<file path="config.mk">
export PLATFORM = sky130hd
export DESIGN_NAME = vfield_seq
export DESIGN_NICKNAME = d
export VERILOG_FILES = /design/src/rtl/vfs_pkg.sv /design/src/rtl/vfs_cfg_regs.sv /design/src/rtl/vfs_down_counter.sv /design/src/rtl/vfs_phase_fsm.sv /design/src/rtl/vfield_seq.sv
export SDC_FILE = /design/constraint.sdc
export NUM_CORES = 1
export LEC_CHECK = 0
export BUFFER_PORTS_ARGS = -buffer_cell sky130_fd_sc_hd__buf_2
export CORE_MARGIN = 5
export CORE_UTILIZATION = 55
export CTS_CLUSTER_DIAMETER = 50
export DETAILED_ROUTE_END_ITERATION = 10
export HOLD_SLACK_MARGIN = 0.02
export PLACE_DENSITY_LB_ADDON = 0.2
export SETUP_SLACK_MARGIN = 0.15
export SYNTH_ARGS = -nofsm -noshare
export SYNTH_HDL_FRONTEND = slang
export SYNTH_SLANG_ARGS = --single-unit
</file>
<file path="constraint.sdc">
create_clock -name clk -period 6.2 [get_ports clk]
set_input_delay 0.62 -clock clk [delete_from_list [all_inputs] [get_ports clk]]
set_output_delay 0.62 -clock clk [all_outputs]
set_load 0.005 [all_outputs]
</file>
<file path="src/rtl/vfs_pkg.sv">
// Shared types for the vertical field sequencer.
// Assumes: nothing beyond IEEE 1800-2017.
package vfs_pkg;

    // Vertical phase of the current field
    typedef enum logic [1:0] {
        PH_IDLE  = 2'd0,
        PH_SYNC  = 2'd1,
        PH_EXTRA = 2'd2,
        PH_VIS   = 2'd3
    } vfs_phase_e;

    // Register select codes of the count port
    localparam logic [1:0] SEL_SYNC = 2'd0;
    localparam logic [1:0] SEL_TOP  = 2'd1;
    localparam logic [1:0] SEL_VIS  = 2'd2;

    localparam int NUM_CNT = 3;

endpackage

</file>
<file path="src/rtl/vfs_cfg_regs.sv">
// Count registers of the field sequencer: one written copy per count,
// plus per-field shadows of the top-border and visible counts.
// Assumes: latch pulses on a field-start strobe; a write of zero is
// stored as one.
module vfs_cfg_regs #(
    parameter int CNT_W    = 11,
    parameter int SYNC_DEF = 3,
    parameter int TOP_DEF  = 20,
    parameter int VIS_DEF  = 480
) (
    input  logic             clk,
    input  logic             rst_n,
    input  logic             cfg_we,
    input  logic [1:0]       cfg_sel,
    input  logic [CNT_W-1:0] cfg_wdata,
    input  logic             latch,
    output logic [CNT_W-1:0] prog_sync,
    output logic [CNT_W-1:0] act_top,
    output logic [CNT_W-1:0] act_vis
);
    import vfs_pkg::*;

    logic [CNT_W-1:0] prog_q [NUM_CNT];
    logic [CNT_W-1:0] wr_val;

    // Clamp a zero write to one line
    always_comb begin
        wr_val = (cfg_wdata == '0) ? CNT_W'(1) : cfg_wdata;
    end

    for (genvar i = 0; i < NUM_CNT; i++) begin : g_cnt
        localparam int DEF = (i == 0) ? SYNC_DEF : ((i == 1) ? TOP_DEF : VIS_DEF);
        // Hold the written value of count i
        always_ff @(posedge clk) begin
            if (!rst_n)
                prog_q[i] <= CNT_W'(DEF);
            else if (cfg_we && (cfg_sel == 2'(i)))
                prog_q[i] <= wr_val;
        end


        cnt_nonzero_chk: assert property (@(posedge clk) disable iff (!rst_n)
            prog_q[i] != '0);
    end

    // Freeze the counts used later in the field at its start
    always_ff @(posedge clk) begin
        if (!rst_n) begin
            act_top <= CNT_W'(TOP_DEF);
            act_vis <= CNT_W'(VIS_DEF);
        end else if (latch) begin
            act_top <= prog_q[SEL_TOP];
            act_vis <= prog_q[SEL_VIS];
        end
    end

    assign prog_sync = prog_q[SEL_SYNC];


    shadow_hold_chk: assert property (@(posedge clk) disable iff (!rst_n)
        !latch |=> $stable(act_vis) && $stable(act_top));

endmodule

</file>
<file path="src/rtl/vfs_down_counter.sv">
// Loadable down counter with a zero flag.
// Assumes: the controller never decrements at zero.
module vfs_down_counter #(
    parameter int W = 11
) (
    input  logic         clk,
    input  logic         rst_n,
    input  logic         load,
    input  logic [W-1:0] load_val,
    input  logic         dec,
    output logic [W-1:0] cnt,
    output logic         zero
);
    // Load takes priority over decrement
    always_ff @(posedge clk) begin
        if (!rst_n)
            cnt <= '0;
        else if (load)
            cnt <= load_val;
        else if (dec)
            cnt <= cnt - W'(1);
    end

    assign zero = (cnt == '0);


    no_wrap_chk: assert property (@(posedge clk) disable iff (!rst_n)
        (dec && !load) |-> (cnt != '0));

endmodule

</file>
<file path="src/rtl/vfs_phase_fsm.sv">
// Phase controller: steps sync -> (extra blank line on odd fields) ->
// visible on each line strobe, tracks field parity and raises the
// field-end, top-border and interrupt pulses.
// Assumes: line_strobe is one cycle wide with at least two idle cycles
// between strobes; counts are at least one.
module vfs_phase_fsm #(
    parameter int CNT_W = 11
) (
    input  logic                clk,
    input  logic                rst_n,
    input  logic                line_strobe,
    input  logic [CNT_W-1:0]    prog_sync,
    input  logic [CNT_W-1:0]    act_top,
    input  logic [CNT_W-1:0]    act_vis,
    input  logic                lc_zero,
    input  logic                tc_zero,
    output logic                lc_load,
    output logic [CNT_W-1:0]    lc_val,
    output logic                lc_dec,
    output logic                tc_load,
    output logic [CNT_W-1:0]    tc_val,
    output logic                tc_dec,
    output logic                start_field,
    output vfs_pkg::vfs_phase_e phase,
    output logic                field_odd,
    output logic                top_border_done,
    output logic                field_end,
    output logic                field_irq
);
    import vfs_pkg::*;

    vfs_phase_e phase_q, phase_d;
    logic       armed_q;
    logic       enter_vis, top_hit, end_hit;
    logic       start_q;

    // Next-phase and counter-control decode on each strobe
    always_comb begin
        phase_d     = phase_q;
        start_field = 1'b0;
        enter_vis   = 1'b0;
        top_hit     = 1'b0;
        end_hit     = 1'b0;
        lc_load     = 1'b0;
        lc_val      = '0;
        lc_dec      = 1'b0;
        tc_load     = 1'b0;
        tc_val      = '0;
        tc_dec      = 1'b0;
        if (line_strobe) begin
            case (phase_q)
                PH_IDLE:  start_field = 1'b1;
                PH_SYNC: begin
                    if (!lc_zero)
                        lc_dec = 1'b1;
                    else if (field_odd)
                        phase_d = PH_EXTRA;
                    else
                        enter_vis = 1'b1;
                end
                PH_EXTRA: enter_vis = 1'b1;
                PH_VIS: begin
                    if (armed_q) begin
                        if (tc_zero) top_hit = 1'b1;
                        else         tc_dec  = 1'b1;
                    end
                    if (lc_zero) begin
                        end_hit     = 1'b1;
                        start_field = 1'b1;
                    end else begin
                        lc_dec = 1'b1;
                    end
                end
                default: phase_d = PH_IDLE;
            endcase
        end
        if (start_field) begin
            phase_d = PH_SYNC;
            lc_load = 1'b1;
            lc_dec  = 1'b0;
            lc_val  = prog_sync - CNT_W'(1);
        end
        if (enter_vis) begin
            phase_d = PH_VIS;
            lc_load = 1'b1;
            lc_val  = act_vis - CNT_W'(1);
            tc_load = 1'b1;
            tc_val  = act_top - CNT_W'(1);
        end
    end

    // Phase, parity and top-border arm state
    always_ff @(posedge clk) begin
        if (!rst_n) begin
            phase_q   <= PH_IDLE;
            field_odd <= 1'b1;
            armed_q   <= 1'b0;
        end else begin
            phase_q <= phase_d;
            if (start_field)
                field_odd <= ~field_odd;
            if (enter_vis)
                armed_q <= 1'b1;
            else if (top_hit || start_field)
                armed_q <= 1'b0;
        end
    end

    // Event pulses; the interrupt trails the count latch by one cycle
    always_ff @(posedge clk) begin
        if (!rst_n) begin
            top_border_done <= 1'b0;
            field_end       <= 1'b0;
            start_q         <= 1'b0;
            field_irq       <= 1'b0;
        end else begin
            top_border_done <= top_hit;
            field_end       <= end_hit;
            start_q         <= start_field;
            field_irq       <= start_q;
        end
    end

    assign phase = phase_q;


    extra_only_odd_chk: assert property (@(posedge clk) disable iff (!rst_n)
        (phase_q == PH_EXTRA) |-> field_odd);


    extra_one_line_chk: assert property (@(posedge clk) disable iff (!rst_n)
        (phase_q == PH_EXTRA && line_strobe) |=> (phase_q == PH_VIS));


    parity_at_start_chk: assert property (@(posedge clk) disable iff (!rst_n)
        (field_odd != $past(field_odd)) |-> (phase_q == PH_SYNC));


    irq_single_chk: assert property (@(posedge clk) disable iff (!rst_n)
        field_irq |=> !field_irq);


    irq_after_end_chk: assert property (@(posedge clk) disable iff (!rst_n)
        field_end |=> field_irq);


    top_in_visible_chk: assert property (@(posedge clk) disable iff (!rst_n)
        top_border_done |-> ($past(phase_q) == PH_VIS));

endmodule

</file>
<file path="src/rtl/vfield_seq.sv">
// Interlaced vertical field sequencer top: count registers, phase
// controller and two line counters (phase length and top border).
// Assumes: line_strobe pulses one cycle per scan line with at least two
// idle cycles between pulses.
module vfield_seq #(
    parameter int CNT_W    = 11,
    parameter int SYNC_DEF = 3,
    parameter int TOP_DEF  = 20,
    parameter int VIS_DEF  = 480
) (
    input  logic             clk,
    input  logic             rst_n,
    input  logic             line_strobe,
    input  logic             cfg_we,
    input  logic [1:0]       cfg_sel,
    input  logic [CNT_W-1:0] cfg_wdata,
    output logic             vsync,
    output logic             vblank,
    output logic             field_odd,
    output logic             top_border_done,
    output logic             field_end,
    output logic             field_irq
);
    import vfs_pkg::*;

    logic [CNT_W-1:0] prog_sync, act_top, act_vis;
    logic             lc_load, lc_dec, lc_zero;
    logic             tc_load, tc_dec, tc_zero;
    logic [CNT_W-1:0] lc_val, tc_val, lc_cnt, tc_cnt;
    logic             start_field;
    vfs_phase_e       phase;

    vfs_cfg_regs #(
        .CNT_W(CNT_W), .SYNC_DEF(SYNC_DEF), .TOP_DEF(TOP_DEF), .VIS_DEF(VIS_DEF)
    ) u_regs (
        .clk(clk), .rst_n(rst_n),
        .cfg_we(cfg_we), .cfg_sel(cfg_sel), .cfg_wdata(cfg_wdata),
        .latch(start_field),
        .prog_sync(prog_sync), .act_top(act_top), .act_vis(act_vis)
    );

    vfs_down_counter #(.W(CNT_W)) u_line_cnt (
        .clk(clk), .rst_n(rst_n),
        .load(lc_load), .load_val(lc_val), .dec(lc_dec),
        .cnt(lc_cnt), .zero(lc_zero)
    );

    vfs_down_counter #(.W(CNT_W)) u_top_cnt (
        .clk(clk), .rst_n(rst_n),
        .load(tc_load), .load_val(tc_val), .dec(tc_dec),
        .cnt(tc_cnt), .zero(tc_zero)
    );

    vfs_phase_fsm #(.CNT_W(CNT_W)) u_fsm (
        .clk(clk), .rst_n(rst_n), .line_strobe(line_strobe),
        .prog_sync(prog_sync), .act_top(act_top), .act_vis(act_vis),
        .lc_zero(lc_zero), .tc_zero(tc_zero),
        .lc_load(lc_load), .lc_val(lc_val), .lc_dec(lc_dec),
        .tc_load(tc_load), .tc_val(tc_val), .tc_dec(tc_dec),
        .start_field(start_field), .phase(phase), .field_odd(field_odd),
        .top_border_done(top_border_done), .field_end(field_end),
        .field_irq(field_irq)
    );

    // Decode the sync and blanking levels from the phase
    always_comb begin
        vsync  = (phase == PH_SYNC);
        vblank = (phase != PH_VIS);
    end


    sync_in_blank_chk: assert property (@(posedge clk) disable iff (!rst_n)
        ($rose(vsync)) |-> $past(line_strobe));


    end_starts_sync_chk: assert property (@(posedge clk) disable iff (!rst_n)
        field_end |-> (vsync && vblank));


    line_cnt_bound_chk: assert property (@(posedge clk) disable iff (!rst_n)
        (phase == PH_VIS) |-> (lc_cnt < act_vis));


    top_cnt_bound_chk: assert property (@(posedge clk) disable iff (!rst_n)
        (phase == PH_VIS) |-> (tc_cnt < act_top));

endmodule

</file>
==> summary.txt, run 1 <==
Status
  • Status: completed

Clocking
  • CTS Buffer Depth: 2
  • H-tree levels: 3
  • Hold_buf cts: 0
  • Cts repair resizes: 0
  • Worst-path clk slew: 0.10 ns
  • Clock Latency Late Sink: 0.36 ns
  • Total CTS buffers: 9
  • Clk root buf: clkbuf_8
  • CTS tree: done
  • CTS sink count: 85
  • Post-CTS Setup Inserts: 0

Timing
  • Fin. Hold Viols: 0
  • Final TNS setup: 0 ns
  • Slew @ Worst Pin: 1.02 ns
  • Period Utilization, post-route: 52.4%
  • Max Fclk: 0.308 GHz
  • # setup viols final: 0
  • Max_slew headroom: 32.1%
  • Final Max Tran Viols: 0
  • Post-layout min period: 3.25 ns
  • Worst Clk Skew: 0.0133 ns
  • RSZ-0062 raised after global routing: no

Global route
  • Largest net degree at the start of global routing: 59
  • Vias in the first global route: 3,047
  • Initial antenna violation count: 0
  • First-pass GRT wire length: 14,300 um
  • GRT Total Usage: 18.1%
  • Total global routing overflow: 0

Layout
  • Fill cells: 670
  • # diodes: 0
  • Fin nets: 494
  • Share of cells above drive strength 1: 10.3%
  • Finished Layout Cells: 576
  • P&R area growth vs syn: 8.52%

Synth
  • Seq cells post-synth: 85
  • Yosys warns: 0
  • Synth Instances: 452
  • Largest cells by area after synthesis: dfxtp_1, edfxtp_1, nand2_1
  • Mapped Area: 4300 um^2
  • Post-synth top flop: dfxtp_1
  • Leading area contributor after synthesis: dfxtp_1
  • Number of synthesized flops with an enable pin: 33
  • Post-synthesis area per instance: 9.52 um^2
  • Syn Nets: 477
  • Asr flop ratio synth: 0%
  • Count of different cell masters after synthesis: 50
  • Sequential fraction of the synthesis area: 47.2%
  • Yosys top cell area share: 24.2%

Pwr
  • PD cells: 302 nW/um^2
  • Overall power: 0.00141 W
  • Static Leakage: 1.89 nW
  • Worst vdd ir: 0.000151 V

Placement
  • Hpwl dp: 5950 um
  • PortBufs: 22
  • Placed Instances: 560
  • GP Congestion: 0.820

Floorplanning
  • Chip width: 98.5 um
  • Rows: 32
  • Die Y: 98.5 um
  • Die ar.: 9690 um^2
  • Initial Util: 56.0%
  • Core area: 7690 um^2
  • Ports: 23

Setup path
  • CP endpoint kind: flop
  • Critical Path AT: 3.51 ns
  • Critical path start-end classification: flop to flop
  • Crit path max fanout: 20
  • Critical Path Source Type: flop
  • Critical Path RT: 6.46 ns
  • Flop2flop setup slack: 2.95 ns

Route
  • Drt via density: 5.58
  • Wire length on met2: 3880 um
  • Top Metal Used: met4
  • Final WL: 8330 um
  • Routed Antenna Nets: 0
  • DRC violations left: 0
  • Drt wl/cell: 14.5 um
  • Via count: 3,212
  • M1 WL: 3970 um
  • Initial DRC count: 122
  • WL met3: 396 um
  • DR pass1 iterations: 4

Flow run
  • Max Cap Viol: 0

Hold path
  • Hold Crit Class: flop to flop
worst max-delay path, stage by stage, from the launching register on:
cell      delay (ns)
dfxtp_1         0.35
inv_1           0.06
ha_1            0.17
nor3b_2         0.37
nand3_2         0.22
o21a_1          0.48
a21boi_1        0.25
ha_1            0.26
nand3_1         0.18
or4_1           0.46
xnor2_1         0.15
o211a_1         0.20
kinds of logic (layout without fill, tap and decap cells):
kind of cell               Yosys count  after routing  synth area share, %
and+or+nand+nor                    204            204                 24.9
xor gates and xnor gates            36             36                 7.33
DFF                                 85             85                 47.2
buffers and inverters               33             55                 3.55
muxes                                1              1                0.233
adders and majority gates            8              8                 2.33
AOI/OAI and AO/OA                   85             85                 14.5
power breakdown:
| group | switching (W) | internal, W | total, W |
|---|---|---|---|
| registers | 0.0000596 | 0.000638 | 0.000698 |
| logic | 0.000198 | 0.000140 | 0.000338 |
| clock network | 0.000217 | 0.000156 | 0.000373 |
| total | 0.000475 | 0.000934 | 0.00141 |
synth_stat cells, types with 2 or more instances:
cell / count
nand4b_1: 2
nor2_1: 24
nand3_1: 13
or4_1: 6
xor2_1: 18
ha_1: 8
and4_1: 3
nor4_1: 9
o31ai_1: 4
nand2b_1: 9
nor3_1: 12
nand3_2: 2
edfxtp_1: 33
o22ai_1: 6
buf_6: 3
o211a_1: 9
nand3b_1: 3
o221a_1: 5
inv_1: 12
or3_1: 4
dfxtp_1: 52
o21a_1: 4
nor2b_1: 4
nand2_1: 74
and3_1: 5
xnor2_1: 18
clkbuf_1: 13
o311a_1: 2
o21ai_1: 7
and2_1: 26
a21oi_1: 9
o21ai_0: 8
a21boi_1: 18
buf_2: 5
a22oi_1: 4
a31oi_1: 3
nor3b_1: 2
through the flow:
step	util [%]	setup slack (ns)	hold WS (ns)	cell area [um^2]
floorplan	-	3.21	0.412	4300
global placement	58.3	3.13	0.421	4480
detailed placement	58.3	3.00	0.426	4480
CTS	60.7	2.94	0.450	4670
global route	60.7	2.64	0.479	4670
finish	60.7	2.95	0.443	4670
metal layers:
metal / vias up / track usage [%]
met3: 10 / 4.88
met1: 1478 / 23.9
li1: 1652 / -
met2: 72 / 29.6
met5: - / 0
met4: 0 / 4.73
path summary, 6_finish.rpt:
| path | cells after the start | end | from |
|---|---|---|---|
| hold / removal | 1 | u_fsm.field_irq | u_fsm.start_q |
| setup reg to reg | 11 | u_top_cnt.cnt[10] | u_line_cnt.cnt[0] |
| setup / recovery | 11 | u_top_cnt.cnt[10] | u_line_cnt.cnt[0] |
| hold reg to reg | 1 | u_fsm.field_irq | u_fsm.start_q |
final cells by class:
class | instances | area (um^2) | share of cell area (%)
clock buffers | 9 | 124 | 2.65
inverters | 12 | 45.0 | 0.965
clock inverters | 7 | 66.3 | 1.42
repair buffers | 27 | 148 | 3.16
multi-input cells | 334 | 2130 | 45.6
well taps | 102 | 128 | 2.73
flip-flops and latches | 85 | 2030 | 43.5
cells in the final DEF (no fill, tap or decap), drive strengths merged, types with 4 or more instances in the layout:
cell type	instances
xnor2	18
and2	26
o22ai	6
a21boi	18
o31ai	5
edfxtp	33
buf	27
xor2	18
a21oi	9
nor3	12
nand2	75
or4	6
dfxtp	52
nor2b	4
or3	4
o21a	4
nor2	24
o21ai	15
a22oi	4
nand3	15
nand2b	9
o211a	9
clkbuf	9
nor4	11
inv	17
o221a	5
and3	5
ha	8
flip-flops by register name (all words and copies together) (netlist names):
| register | cells |
|---|---|
| u_line_cnt.cnt | 11 |
| u_fsm.field_end | 1 |
| u_regs.act_top | 11 |
| u_regs.act_vis | 11 |
| u_fsm.top_border_done | 1 |
| u_fsm.phase | 2 |
| u_fsm.field_irq | 1 |
| u_regs.prog_q | 33 |
| u_fsm.start_q | 1 |
| u_top_cnt.cnt | 11 |
| u_fsm.armed_q | 1 |
| u_fsm.field_odd | 1 |
(Power assumes the default switching activity.)
==> run 2, diff against run 1 <==
- ABC_AREA: unset -> 1
- clock period: 6.2 -> 2.9 ns (I/O delays scaled with it)
==> summary.txt, run 2 <==
Status
  • Status: completed

Setup path
  • Critical Path RT: 3.16 ns (-3.30 ns)
  • Most used cell along the critical path: nand2_1
  • Crit path max fanout: 26 (+30%)
  • Critical Path Source Type: flop
  • Critical path start-end classification: flop to flop
  • CP endpoint kind: flop
  • Critical Path AT: 2.77 ns (-0.74 ns)
  • CP Cell Sequence: inv_1 > ha_1 > nand2_2 > nor2_4 > nand3_2 > nand2_4 > nand2_4 > nand2_1 > o21ai_1 > inv_1 > ha_1 > nand2_1 > nor2_2 > nand3_1 > nand2_1 > nand3_1 > nand2_1 > inv_1
  • Crit path largest cell delay: 0.32 ns (-0.16 ns)
  • Critical path's slowest cell: dfxtp_1

Route
  • Routed Antenna Nets: 0 (unchanged)
  • Drt wl/cell: 13.5 um (-6.8%)
  • DRC violations left: 0 (unchanged)
  • Drt via density: 5.15 (-7.6%)
  • Via count: 3,494 (+8.8%)
  • Final WL: 9140 um (+9.7%)
  • DR pass1 iterations: 5 (+1)
  • Initial DRC count: 213 (+75%)

Layout
  • Fin util: 60.7% (about the same)
  • Max reg flops: 33 (unchanged)
  • Finished Layout Cells: 678 (+18%)
  • P&R area growth vs syn: 8.82%
  • Top reg by flops: u_regs.prog_q
  • Fin nets: 596 (+21%)
  • Leading cell type in the layout, fill and taps excluded: nand2_1
  • Most frequent cells in the layout: nand2_1, inv_1, nor2_1, dfxtp_1, o21ai_0
  • Share of cells above drive strength 1: 11.3% (+0.95 points)
  • # diodes: 0 (unchanged)

Floorplanning
  • Chip width: 98.1 um (-0.36%)
  • Ports: 23 (unchanged)
  • Core area: 7650 um^2 (-0.52%)
  • Rows: 32 (unchanged)
  • Initial Util: 55.8% (-0.15 points)
  • Die Y: 98.1 um (-0.36%)
  • Die ar.: 9620 um^2 (-0.71%)

Timing
  • Worst Clk Skew: 0.0139 ns (+0.000638 ns)
  • Final TNS setup: 0 ns (unchanged)
  • Period Utilization, post-route: 86.4% (+34 points)
  • RSZ-0062 raised after global routing: no
  • Max_slew headroom: 62.0% (+30 points)
  • Max Fclk: 0.399 GHz (+30%)
  • Fin. Hold Viols: 0 (unchanged)
  • # setup viols final: 0 (unchanged)
  • Slew @ Worst Pin: 0.569 ns (-0.448 ns)
  • Final Max Tran Viols: 0 (unchanged)
  • Post-layout min period: 2.51 ns (-0.744 ns)

Global route
  • Total global routing overflow: 0 (unchanged)
  • Vias in the first global route: 3,254 (+6.8%)
  • First-pass GRT wire length: 15,300 um (+6.7%)
  • Largest net degree at the start of global routing: 27 (-54%)
  • Initial antenna violation count: 0 (unchanged)
  • GRT Total Usage: 19.6% (+1.5 points)

Synth
  • Yosys warns: 0 (unchanged)
  • Mapped Area: 4270 um^2 (-0.79%)
  • Post-synthesis area per instance: 7.85 um^2 (-18%)
  • Synth Instances: 544 (+20%)
  • Sequential fraction of the synthesis area: 47.6% (+0.37 points)
  • Seq cells post-synth: 85 (unchanged)
  • Number of synthesized flops with an enable pin: 33 (unchanged)
  • Yosys top cell area share: 24.4% (+0.19 points)
  • Most common cell in the netlist: nand2_1
  • Synth cell count leaders: nand2_1, inv_1, nor2_1
  • Count of different cell masters after synthesis: 40 (-20%)
  • Post-synth top flop: dfxtp_1
  • Largest cells by area after synthesis: dfxtp_1, edfxtp_1, nand2_1
  • Leading area contributor after synthesis: dfxtp_1
  • Syn Nets: 569 (+19%)
  • Asr flop ratio synth: 0% (unchanged)

Clocking
  • Total CTS buffers: 9 (unchanged)
  • H-tree levels: 3 (unchanged)
  • Clk root buf: clkbuf_8
  • Clock Latency Late Sink: 0.35 ns (about the same)
  • CTS Buffer Depth: 2 (unchanged)
  • Worst-path clk slew: 0.10 ns (about the same)
  • CTS tree: done
  • CTS sink count: 85 (unchanged)
  • Post-CTS Setup Inserts: 0 (unchanged)

Pwr
  • Worst vdd ir: 0.000367 V (+140%)
  • Static Leakage: 2.11 nW (+12%)
  • PD cells: 849 nW/um^2 (+180%)

Placement
  • Hpwl dp: 6840 um (+15%)
  • Placed Instances: 662 (+18%)
  • GP Congestion: 0.877 (+6.9%)
  • PortBufs: 22 (unchanged)

Hold path
  • Hold Crit Class: input pin to flop

Flow run
  • Max Cap Viol: 0 (unchanged)
run 2: changes by cell type in the layout (fill, tap and decap cells not counted), moves of 17 or more:
cell / before / now
a21oi_1: 9 / 26
nor2_1: 24 / 72
o21ai_0: 8 / 51
a21boi_1: 18 / 0
inv_1: 12 / 89
and2_1: 26 / 1
nand2_1: 74 / 95
run 2: cell type report:
| type | count | area [um^2] |
|---|---|---|
| fillers | 708 | 3000 |
| flip-flops and latches | 85 | 2030 |
| multi-input cells | 354 | 1810 |
| inverters | 95 | 357 |
| repair buffers | 26 | 140 |
| well taps | 102 | 128 |
| clock buffers | 9 | 124 |
| clock inverters | 7 | 58.8 |
run 2: power by group:
| group | switching, W | internal (W) |
|---|---|---|
| registers | 0.000136 | 0.00145 |
| clock network | 0.000458 | 0.000322 |
| logic | 0.00104 | 0.000530 |
| total | 0.00164 | 0.00231 |
run 2: metrics by stage:
step / worst slack (ns) / hold slack, ns / area [um^2] / total power [W]
finish: 0.393 / 0.257 / 4650 / 0.00394
detailed placement: 0.368 / 0.406 / 4460 / 0.00316
global route: 0.164 / 0.270 / 4650 / 0.00425
floorplan: 0.788 / 0.390 / 4270 / 0.00282
global placement: 0.500 / 0.393 / 4460 / 0.00312
CTS: 0.363 / 0.259 / 4640 / 0.00393
run 2: routing by layer:
| metal | routed length [um] | up-vias | GRT usage, % |
|---|---|---|---|
| met5 | 0 | - | 0 |
| met4 | 182 | 0 | 7.88 |
| met3 | 482 | 16 | 3.50 |
| met2 | 4050 | 106 | 29.3 |
| met1 | 4420 | 1553 | 28.1 |
| li1 | - | 1819 | - |
run 2: final timing paths:
kind	startpoint	end	slack, ns	cells after the start
hold reg to reg	u_fsm.start_q	u_fsm.field_irq	0.43	2
setup reg to reg	u_line_cnt.cnt[0]	u_top_cnt.cnt[8]	0.39	18
setup / recovery	u_line_cnt.cnt[0]	u_top_cnt.cnt[8]	0.39	18
hold / removal	cfg_wdata[0]	u_regs.prog_q[0][0]	0.26	3
run 2: kinds of logic (layout without fill, tap and decap cells):
group | after synthesis | after routing | share of synthesized area [%]
AOI/OAI and AO/OA | 100 | 100 | 13.0
xor gates and xnor gates | 13 | 13 | 2.67
adders and majority gates | 8 | 8 | 2.34
buffers and inverters | 105 | 137 | 10.1
DFF | 85 | 85 | 47.6
and+or+nand+nor | 233 | 233 | 24.2
run 2: what timing repair did:
item                       CTS  global route
hold buffers                 0             0
resized for setup            0             1
setup endpoints to repair    0             1
run 2: worst max-delay path: cells and delay by family (launching register included):
kind / cells / cell delay (ns)
adders and majority gates: 2 / 0.41
AOI/OAI and AO/OA: 1 / 0.13
DFF: 1 / 0.32
and+or+nand+nor: 12 / 1.34
buffers and inverters: 3 / 0.21
==> run 3, diff against run 2 <==
- CORE_ASPECT_RATIO: unset -> 0.6
==> summary.txt, run 3 (synthesis gave the netlist of run 2 again) <==
Floorplanning
  • Core area: 7420 um^2 (-3.0%)
  • Die ar.: 9680 um^2 (+0.61%)
  • Die Y: 78.2 um (-20%)
  • Rows: 24 (-25%)
  • Initial Util: 57.6% (+1.7 points)
  • Chip width: 124 um (+26%)
  • Ports: 23 (unchanged)

Timing
  • Final TNS setup: 0 ns (unchanged)
  • Worst Clk Skew: 0.00558 ns (-0.00837 ns)
  • Max Fclk: 0.400 GHz (+0.40%)
  • Final Max Tran Viols: 0 (unchanged)
  • RSZ-0062 raised after global routing: no
  • Max_slew headroom: 58.2% (-3.8 points)
  • Slew @ Worst Pin: 0.626 ns (+0.0568 ns)
  • Post-layout min period: 2.50 ns (-0.0100 ns)
  • Period Utilization, post-route: 86.1% (-0.35 points)
  • Hold Worst Slack: 0.266 ns (+0.00944 ns)
  • Fin. Hold Viols: 0 (unchanged)
  • # setup viols final: 0 (unchanged)

Global route
  • Total global routing overflow: 0 (unchanged)
  • Largest net degree at the start of global routing: 27 (unchanged)
  • Vias in the first global route: 3,391 (+4.2%)
  • GR met3 Demand/Resource: 5.39% (+1.9 points)
  • M2 GR Usage: 30.9% (+1.6 points)
  • GR Layer Usage met1: 34.0% (+6.0 points)
  • Busiest grt layer: met1
  • First-pass GRT wire length: 16,700 um (+9.6%)
  • Initial antenna violation count: 0 (unchanged)
  • GRT Total Usage: 22.3% (+2.7 points)

Flow run
  • Max Cap Viol: 0 (unchanged)

Setup path
  • Critical path's slowest cell: dfxtp_1
  • Crit path max fanout: 26 (unchanged)
  • Critical Path Source Type: flop
  • Crit path buf inv count: 3 (unchanged)
  • Crit path largest cell delay: 0.31 ns (about the same)
  • CP endpoint kind: flop
  • Critical path start-end classification: flop to flop
  • Critical Path AT: 2.74 ns (-0.03 ns)
  • FF-to-FF path depth: 18 (unchanged)
  • Critical Path RT: 3.14 ns (-0.02 ns)
  • Cell depth of the worst setup path: 18 (unchanged)
  • CP Cell Sequence: inv_1 > ha_2 > nand2_2 > nor2_4 > nand3_2 > nand2_4 > nand2_8 > nand2_1 > o21ai_2 > inv_1 > ha_1 > nand2_1 > nor2_4 > nand3_1 > nand2_1 > nand3_1 > nand2_1 > inv_1
  • Most used cell along the critical path: nand2_1
  • Delay-heaviest family, CP: simple AND/OR/NAND/NOR gates

Pwr
  • Static Leakage: 2.16 nW (+2.3%)
  • PD cells: 928 nW/um^2 (+9.3%)
  • Worst vdd ir: 0.000416 V (+13%)

Layout
  • Max reg flops: 33 (unchanged)
  • Register area: 2030 um^2 (unchanged)
  • Top reg by flops: u_regs.prog_q
  • P&R area growth vs syn: 12.4%
  • Area of the multi-input gates: 1830 um^2 (+1.1%)
  • Most frequent cells in the layout: nand2_1, inv_1, nor2_1, dfxtp_1, o21ai_0
  • # diodes: 0 (unchanged)
  • Fill cells: 652 (-7.9%)
  • Fin nets: 596 (unchanged)
  • Share of cells above drive strength 1: 11.6% (+0.35 points)
  • Finished Layout Cells: 680 (+0.29%)
  • Leading cell type in the layout, fill and taps excluded: nand2_1

Placement
  • GP Congestion: 0.964 (+9.9%)
  • PortBufs: 22 (unchanged)
  • Hpwl dp: 7410 um (+8.3%)
  • Placed Instances: 664 (+0.30%)

Route
  • Via count: 3,610 (+3.3%)
  • Drt wl/cell: 14.8 um (+9.8%)
  • DRC violations left: 0 (unchanged)
  • DR pass1 iterations: 6 (+1)
  • Initial DRC count: 407 (+91%)
  • Routed Antenna Nets: 0 (unchanged)
  • Drt via density: 5.31 (+3.0%)
  • Final WL: 10,100 um (+10%)

Clocking
  • CTS sink count: 85 (unchanged)
  • Post-CTS Setup Inserts: 0 (unchanged)
  • Clock Latency Late Sink: 0.34 ns (about the same)
  • Worst-path clk slew: 0.06 ns (-0.04 ns)
  • Total CTS buffers: 9 (unchanged)
  • Clk root buf: clkbuf_16
  • CTS tree: done
  • CTS Buffer Depth: 2 (unchanged)
  • H-tree levels: 3 (unchanged)

Hold path
  • Hold Crit Class: input pin to flop
  • Hold path depth: 3 (unchanged)

Status
  • Status: completed
## run 3: cell types whose count changed in the layout (fill, tap and decap cells not counted), sizes merged
cell	change
clkinv	-1
clkbuf	+3
inv	-2
clkinvlp	-1
bufinv	+1
## run 3: layer usage
layer  part of all wire (%)  routed length (um)
met1                     51                5140
met2                     40                3970
met3                    8.0                 802
met4                    1.4                 138
met5                      0                   0
## run 3: final cells by class
type / instances / area share [%]
clock inverter: 4 / 1.17
timing repair buffer: 26 / 2.92
multi-input combinational: 354 / 38.1
clock buffer: 12 / 5.35
inverter: 95 / 7.43
sequential: 85 / 42.3
tap: 104 / 2.71
## run 3: worst paths after layout
check                    startpoint                  end  slack, ns
setup / recovery  u_line_cnt.cnt[0]     u_top_cnt.cnt[8]       0.40
hold / removal         cfg_wdata[0]  u_regs.prog_q[0][0]       0.27
setup reg to reg  u_line_cnt.cnt[0]     u_top_cnt.cnt[8]       0.40
hold reg to reg       u_fsm.start_q      u_fsm.field_irq       0.41
## run 3: timing repair
item	CTS	global route
resized for setup	0	6
setup endpoints to repair	0	4
hold buffers	0	0
## run 3: stage by stage
step / instance area, um^2 / setup WS (ns) / total power, W / util (%)
floorplan: 4270 / 0.788 / 0.00282 / -
global placement: 4460 / 0.483 / 0.00315 / 60.2
detailed placement: 4460 / 0.356 / 0.00320 / 60.2
CTS: 4780 / 0.242 / 0.00440 / 64.4
global route: 4800 / 0.196 / 0.00476 / 64.7
finish: 4800 / 0.403 / 0.00445 / 64.7
## run 3: worst register-to-register path, delay by kind of cell, from the launching register on
family,cells,cell delay (ns)
buffers and inverters,3,0.21
adders and majority gates,2,0.42
and+or+nand+nor,12,1.36
DFF,1,0.31
AOI/OAI and AO/OA,1,0.09
## run 3: where the power goes
group / switching (W) / internal, W
clock: 0.000472 / 0.000721
combinational: 0.00113 / 0.000538
sequential: 0.000135 / 0.00146
